**src/rtl/stress_pkg.sv**
```systemverilog
package stress_pkg;

    typedef enum logic [1:0] {
        MODE_HOLD_A = 2'b00,
        MODE_HOLD_B = 2'b01,
        MODE_RUN    = 2'b10,
        MODE_BURST  = 2'b11
    } load_mode_e;

    function automatic logic mode_switches(input load_mode_e m, input logic phase);
        return (m == MODE_RUN) || ((m == MODE_BURST) && phase);
    endfunction

endpackage

```
**src/rtl/stress_timer.sv**
```systemverilog
module stress_timer
    import stress_pkg::*;
#(
    parameter int CNT_W = 16
) (
    input  logic       clk,
    input  logic       rst,
    input  logic [1:0] mode_in,
    output load_mode_e mode_q_o,
    output logic       phase_o
);

    localparam int MSB = CNT_W - 1;

    typedef struct packed {
        load_mode_e       mode;
        logic [CNT_W-1:0] cnt;
    } timer_state_t;

    timer_state_t st_d, st_q;

    always_comb begin
        st_d      = st_q;
        st_d.mode = load_mode_e'(mode_in);
        st_d.cnt  = st_q.cnt + 1'b1;
    end

    always_ff @(posedge clk) begin
        if (rst) begin
            st_q <= '{mode: MODE_HOLD_A, cnt: '0};
        end else begin
            st_q <= st_d;
        end
    end

    assign mode_q_o = st_q.mode;
    assign phase_o  = st_q.cnt[MSB];

    logic run_seen_q;
    always_ff @(posedge clk) begin
        if (rst) run_seen_q <= 1'b0;
        else     run_seen_q <= 1'b1;
    end

    AST_CNT_STEP: assert property (@(posedge clk) disable iff (rst)
        run_seen_q |-> (st_q.cnt == $past(st_q.cnt) + 1'b1));

    AST_MODE_LAG: assert property (@(posedge clk) disable iff (rst)
        run_seen_q |-> (st_q.mode == load_mode_e'($past(mode_in))));

endmodule

```
**src/rtl/stress_toggle.sv**
```systemverilog
module stress_toggle
    import stress_pkg::*;
(
    input  logic       clk,
    input  logic       rst,
    input  load_mode_e mode,
    input  logic       phase,
    output logic       tog_o
);

    typedef struct packed {
        logic tog;
    } tog_state_t;

    tog_state_t st_d, st_q;

    always_comb begin
        st_d = st_q;
        if (mode_switches(mode, phase)) begin
            st_d.tog = ~st_q.tog;
        end
    end

    always_ff @(posedge clk) begin
        if (rst) st_q <= '{tog: 1'b0};
        else     st_q <= st_d;
    end

    assign tog_o = st_q.tog;

    AST_HOLD_IDLE: assert property (@(posedge clk) disable iff (rst)
        (mode == MODE_HOLD_A || mode == MODE_HOLD_B) |=> $stable(st_q.tog));

    AST_RUN_FLIP: assert property (@(posedge clk) disable iff (rst)
        (mode == MODE_RUN) |=> (st_q.tog != $past(st_q.tog)));

    AST_BURST_GATE: assert property (@(posedge clk) disable iff (rst)
        (mode == MODE_BURST && !phase) |=> $stable(st_q.tog));

endmodule

```
**src/rtl/stress_row.sv**
```systemverilog
module stress_row #(
    parameter int COLS = 50
) (
    input  logic            clk,
    input  logic            rst,
    input  logic            tog_in,
    output logic [COLS-1:0] bits_o
);

    typedef struct packed {
        logic            drv;
        logic [COLS-1:0] cells;
    } row_state_t;

    row_state_t st_d, st_q;

    always_comb begin
        st_d       = st_q;
        st_d.drv   = tog_in;
        st_d.cells = {COLS{st_q.drv}};
    end

    always_ff @(posedge clk) begin
        if (rst) st_q <= '0;
        else     st_q <= st_d;
    end

    assign bits_o = st_q.cells;

    AST_ROW_UNIFORM: assert property (@(posedge clk) disable iff (rst)
        (st_q.cells == '0) || (st_q.cells == '1));

endmodule

```
**src/rtl/toggle_stress_top.sv**
```systemverilog
module toggle_stress_top
    import stress_pkg::*;
#(
    parameter int ROWS  = 30,
    parameter int COLS  = 50,
    parameter int CNT_W = 16
) (
    input  logic       clk,
    input  logic       rst,
    input  logic [1:0] mode_sel,
    output logic       obs_or,
    output logic       burst_mon
);

    localparam int CELLS = ROWS * COLS;

    load_mode_e      mode_q;
    logic            phase;
    logic            tog;
    logic [CELLS-1:0] all_bits;

    stress_timer #(.CNT_W(CNT_W)) u_timer (
        .clk      (clk),
        .rst      (rst),
        .mode_in  (mode_sel),
        .mode_q_o (mode_q),
        .phase_o  (phase)
    );

    stress_toggle u_toggle (
        .clk   (clk),
        .rst   (rst),
        .mode  (mode_q),
        .phase (phase),
        .tog_o (tog)
    );

    for (genvar r = 0; r < ROWS; r++) begin : g_row
        stress_row #(.COLS(COLS)) u_row (
            .clk    (clk),
            .rst    (rst),
            .tog_in (tog),
            .bits_o (all_bits[r*COLS +: COLS])
        );
    end

    assign obs_or    = |all_bits;
    assign burst_mon = phase;

    logic [1:0] settle_q;
    always_ff @(posedge clk) begin
        if (rst)                settle_q <= 2'd0;
        else if (settle_q != 2'd2) settle_q <= settle_q + 2'd1;
    end

    AST_OBS_LAG: assert property (@(posedge clk) disable iff (rst)
        (settle_q == 2'd2) |-> (obs_or == $past(tog, 2)));

    AST_RESET_CLEAR: assert property (@(posedge clk)
        $past(rst) |-> (!obs_or && !burst_mon));

endmodule

```
**config.mk**
```make
export PLATFORM = sky130hd
export DESIGN_NAME = toggle_stress_top
export DESIGN_NICKNAME = d
export VERILOG_FILES = /design/src/rtl/stress_pkg.sv /design/src/rtl/stress_timer.sv /design/src/rtl/stress_toggle.sv /design/src/rtl/stress_row.sv /design/src/rtl/toggle_stress_top.sv
export SDC_FILE = /design/constraint.sdc
export NUM_CORES = 1
export LEC_CHECK = 0
export ABC_AREA = 1
export ABC_CLOCK_PERIOD_IN_PS = 2900
export BUFFER_PORTS_ARGS = -buffer_cell sky130_fd_sc_hd__buf_2
export CORE_ASPECT_RATIO = 0.9
export CORE_MARGIN = 5
export CORE_UTILIZATION = 40
export DETAILED_ROUTE_END_ITERATION = 10
export PLACE_DENSITY_LB_ADDON = 0.05
export SETUP_SLACK_MARGIN = 0.3
export SYNTH_ARGS = -nofsm -noshare
export SYNTH_HDL_FRONTEND = slang
export SYNTH_SLANG_ARGS = --single-unit
```
**constraint.sdc**
```tcl
create_clock -name clk -period 2.9 [get_ports clk]
set_clock_uncertainty 0.15 [all_clocks]
set_input_delay 0.58 -clock clk [delete_from_list [all_inputs] [get_ports clk]]
set_output_delay 0.58 -clock clk [all_outputs]
set_load 0.01 [all_outputs]
```
==> flow_summary.toml, run 1 <==
[global_routing]
use_met3 = 0.04176
grt_usage = 0.1078
grt_util_met1 = 0.1437
grtUsageMet2 = 0.1601
grt_max_degree = 13
antenna_found_initial = 0
busiest_layer = "met2"
grt_pass1_wl_um = 2780
grt_pass1_vias = 674
overflow = 0

[synthesis]
ys_seq_area_frac = 0.4433
synth_seq_cells = 21
synth_edf_count = 0
synthCells = 132
netlist_area_um2 = 948.4
ys_types = 22
synth_top_area_share = 0.4433
synth_warnings = 0
syn_nets = 137
yosys.area.top_type = "dfxtp_1"
async_flop_share = 0
synth_area_leaders = "dfxtp_1 44%, nand2_1 11%, nor2_1 11%"
synth.cells.most_frequent = "28 x nand2_1, 28 x nor2_1, 21 x dfxtp_1, 18 x inv_1, 7 x a21oi_1"
syn_area_per_cell_um2 = 7.185
synth_flop_cell = "dfxtp_1"

[floorplanning]
core_um2 = 2222
die_y_um = 56.20
dieArea_um2 = 3446
die_x_um = 61.33
start_util = 0.4268
pin_count = 6
num_rows = 16

[sta]
tns_ns = 0
tightest_slew_ns = 0.3349
setup_viol = 0
fin_crit_sh = 0.5392
max_freq_mhz = 639.5
min_period_ns = 1.564
rsz0062_at_grt = "false"
maxSlewViolCount = 0
finalHoldViolCount = 0
maxSlewHeadroom = 0.7765

[placed_design]
dp_hpwl_um = 1202
place_area_um2 = 998.5
io_buffers = 5
place_congestion = 0.6985

[drt]
routed_via_density = 4.428
drtAntennaViolNets = 0
vias = 735
drt_pass1_iterations = 4
drtIter0Drc = 16
drcViolationCount = 0
routedWlPerCell_um = 9.512
wl_um = 1579

[power_and_ir_drop]
power.total_uw = 459.8
leakage_nw = 0.4832
peakVddDrop_v = 0.0004062
p_per_area_nw_per_um2 = 448.1

[clock_tree]
cts_num_sinks = 21
post_cts_buffers = 0
hold_buffers = 0
htreeDepth = 1
post_cts_resized = 0
clockRootBuffer = "clkbuf_4"
cts_max_path_buffers = 2
cts_tree = "built"
cts_buffers = 3
clk_pin_slew_ns = 0.12
clock_latency_ns = 0.30

[final_layout]
final_area_um2 = 1026
syn_to_final_growth_pct = 8.179
antenna_cells = 0
drive_gt1_frac = 0.1583
fin_util = 0.4617
fill_cells = 236
fin_nets = 145

[setup_path]
critPathLaunchType = "flop"
critPathMaxFanout = 4
crit_family = "flip-flops"
end_kind = "output port"
worst-setup-path-type = "flop to output port"
max_stage_delay_ns = 0.38
path_cells = "buf_2"
worst-path-buf-inv = 1
slowest_stage = "dfxtp_1"
worstPathRequired_ns = 2.17
critical_path_arrival_ns = 0.83

[run_status]
status = "completed"

[hold_path]
min_path_type = "flop to flop"

[run]
maxCapViolCount = 0
[cell usage in the layout (no fill, tap or decap)]
cell type,instances
nor2_1,28
nand2_1,28
dfxtp_1,21
inv_1,18
a21oi_1,7
buf_2,5
o21ai_0,4
nand2_2,3
nor2_2,3
nand3_1,3
clkbuf_4,3
inv_2,2
nand2_4,2
o21ai_1,2
xor2_1,2
nor2_8,1
nor2_4,1
o21bai_2,1
o21bai_1,1
nand4_1,1
o21a_1,1
ha_1,1
clkinv_2,1
[area by class of cell]
| cell class | instances | area [µm²] | share of cell area |
|---|---|---|---|
| Sequential cell | 21 | 420.4 | 0.4098 |
| Inverter | 20 | 75.07 | 0.07317 |
| Multi-Input combinational cell | 89 | 444.2 | 0.4329 |
| Clock inverter | 1 | 5.005 | 0.004878 |
| Clock buffer | 3 | 22.52 | 0.02195 |
| Tap cell | 27 | 33.78 | 0.03293 |
| Timing Repair Buffer | 5 | 25.02 | 0.02439 |
[metrics by stage]
stage               cells  hold slack [ns]  worst slack [ns]
floorplan             132           0.2383             1.591
global placement      162           0.2427             1.405
detailed placement    162           0.2493             1.359
CTS                   166           0.2683             1.320
global route          166           0.2798             1.252
finish                166           0.2642             1.336
[state kept, by name, indices dropped and copies added (netlist names)]
| signal | cells |
|---|---|
| u_timer.st_q | 15 |
| u_timer.mode_q_o | 2 |
| g_row.u_row.st_d | 1 |
| g_row.u_row.bits_o | 1 |
| u_timer.phase_o | 1 |
| u_toggle.tog_o | 1 |
[per-layer routing]
layer	routed length, µm	up-vias
met3	54	2
li1	-	412
met2	667	6
met5	0	-
met4	13	0
met1	843	315
[cell families (layout without fill, tap and decap cells)]
| group | after synthesis | count (layout) | share of synthesized area |
|---|---|---|---|
| AOI/OAI and AO/OA | 16 | 16 | 0.09631 |
| adders and majority gates | 1 | 1 | 0.01319 |
| DFF | 21 | 21 | 0.4433 |
| buffers and inverters | 22 | 29 | 0.08838 |
| xor gates and xnor gates | 2 | 2 | 0.01847 |
| and+or+nand+nor | 70 | 70 | 0.3404 |
[where the power goes]
group          total (mW)  internal, mW  switching [mW]
sequential          0.299         0.295         0.00367
clock               0.141        0.0514          0.0891
combinational      0.0204       0.00771          0.0127
total               0.460         0.354           0.106
[final timing paths]
| path | startpoint | end | slack [ns] | cells past startpoint |
|---|---|---|---|---|
| setup reg to reg | u_timer.st_q[0] | u_timer.st_q[14] | 1.48 | 8 |
| hold / removal | g_row[29].u_row.st_d[0] | g_row[8].u_row.bits_o[0] | 0.26 | 2 |
| hold reg to reg | g_row[29].u_row.st_d[0] | g_row[8].u_row.bits_o[0] | 0.26 | 2 |
| setup / recovery | u_timer.phase_o | burst_mon | 1.34 | 1 |
(Power assumes the default switching activity.)
==> run 2, diff against run 1 <==
- ABC_CLOCK_PERIOD_IN_PS: 2900 -> 1300
- clock period: 2.9 -> 1.3 ns (I/O delays scaled with it)
==> run 2 against run 1 <==
Net effect: the run now ends with negative setup slack left; first-iteration DRC count increased by 88%; highest routed layer unchanged; hold slack got worse by 0.15 ns; largest cell class unchanged; flip-flop and latch count unchanged; critical path depth increased by 7; worst setup slack got worse by 1.3 ns; die area unchanged.
==> flow_summary.toml, run 2 (synthesis gave the netlist of run 1 again) <==
[clock_tree]
htreeDepth = 1
cts_buffers = 3
cts_max_path_buffers = 2
clk_pin_slew_ns = 0.12
clockRootBuffer = "clkbuf_4"
cts_tree = "built"
clock_latency_ns = 0.31
cts_num_sinks = 21

[global_routing]
overflow = 0
antenna_found_initial = 0
grt_pass1_vias = 784
grt_max_degree = 14
grt_usage = 0.1267
grt_pass1_wl_um = 3305

[sta]
min_period_ns = 1.302
finalHoldViolCount = 0
tns_ns = -0.002108
maxSlewViolCount = 0
rsz0062_at_grt = "true"
setup_viol = 1
maxSlewHeadroom = 0.7712
max_freq_mhz = 768.0
finalWorstSetupSlack_ns = -0.002108
fin_crit_sh = 1.002
tightest_slew_ns = 0.3428

[drt]
drtIter0Drc = 30
drcViolationCount = 0
routed_via_density = 4.402
routedWlPerCell_um = 9.855
drt_pass1_iterations = 4
vias = 788
wl_um = 1764
drtAntennaViolNets = 0

[setup_path]
end_kind = "flop"
slowest_stage = "dfxtp_4"
worstPathRequired_ns = 1.37
worst-path-buf-inv = 0
path_cells = "ha_4 -> nand2_4 -> nor2_8 -> nand2_4 -> nor2_4 -> nand2_1 -> nand2_1 -> nor2_1"
rr_worst_depth = 8
worst-setup-path-type = "flop to flop"
critPathMaxFanout = 4
crit_family = "simple AND/OR/NAND/NOR gates"
max_stage_delay_ns = 0.39
critPathLaunchType = "flop"
critical_path_arrival_ns = 1.37
crit_cells = 8

[run_status]
status = "finished, violations left"
violations = "negative setup slack"

[final_layout]
syn_to_final_growth_pct = 36.28
regMostFlops = "u_timer.st_q"
drive_gt1_frac = 0.4474
antenna_cells = 0
final_cell_mix = "22 x nor2_1, 20 x nand2_1, 15 x inv_1"
fin_nets = 158
final_common_cell = "nor2_1"
stdcell_count = 179
fill_cells = 182
largest_reg_flops = 15

[placed_design]
numPlacedInstances = 164
io_buffers = 5
dp_hpwl_um = 1212
place_congestion = 0.6949

[floorplanning]
die_x_um = 61.33
core_um2 = 2222
die_y_um = 56.20
pin_count = 6
dieArea_um2 = 3446
start_util = 0.4268
num_rows = 16

[power_and_ir_drop]
p_per_area_nw_per_um2 = 821.0
leakage_nw = 0.6497
peakVddDrop_v = 0.0007425

[hold_path]
whs_path_depth = 3
min_path_type = "input port to flop"

[run]
maxCapViolCount = 0
[run 2: path summary, 6_finish.rpt]
path                                                 end                     from  slack (ns)
worst min register to register  g_row[8].u_row.bits_o[0]  g_row[29].u_row.st_d[0]        0.26
worst max-delay path                    u_timer.st_q[14]          u_timer.st_q[1]      -0.002
worst min-delay path                     u_timer.st_q[6]                      rst        0.12
worst max register to register          u_timer.st_q[14]          u_timer.st_q[1]      -0.002
[run 2: per-stage QoR]
step | hold slack, ns | power [mW] | area (µm²) | worst slack (ns) | util
2_1_floorplan | 0.2170 | 0.7234 | 983.4 | 0.06350 | -
3_3_place_gp | 0.2398 | 0.7371 | 1049 | 0.01057 | 0.4718
3_5_place_dp | 0.2447 | 0.7384 | 1049 | -0.003284 | 0.4718
4_1_cts | 0.1182 | 1.078 | 1195 | 0.01457 | 0.5377
5_1_grt | 0.1192 | 1.119 | 1292 | -0.09410 | 0.5816
6_report | 0.1167 | 1.061 | 1292 | -0.002108 | 0.5816
[run 2: final cells by class]
type | instances | area [µm²] | area share
Clock buffer | 3 | 22.52 | 0.01742
Clock inverter | 1 | 7.507 | 0.005808
Inverter | 20 | 77.57 | 0.06002
Multi-Input combinational cell | 89 | 563.0 | 0.4356
Sequential cell | 21 | 454.2 | 0.3514
Tap cell | 27 | 33.78 | 0.02614
Timing Repair Buffer | 18 | 133.9 | 0.1036
[run 2: power breakdown]
part	switching, mW	internal, mW
Clock	0.220	0.117
Sequential	0.0131	0.651
Combinational	0.0317	0.0272
Total	0.265	0.796
[run 2: tightest hold or removal path: stages]
cell	delay (ns)
buf_2	0.09
buf_4	0.16
nor2_1	0.04
[run 2: metal layers]
| layer | track usage | vias to the layer above | share of wire |
|---|---|---|---|
| met1 | 0.1709 | 332 | 0.51 |
| li1 | - | 443 | - |
| met4 | 0.04644 | 0 | 0.010 |
| met3 | 0.04640 | 2 | 0.046 |
| met5 | 0 | - | 0 |
| met2 | 0.1813 | 11 | 0.43 |
[run 2: repair_timing]
action	4_1_cts	5_1_grt
resized for setup	23	19
buffers inserted	5	4
setup endpoints to repair	15	17
hold buffers	2	0
gates cloned	0	0
pin swaps	11	8
endpoints found under the hold margin	2	0
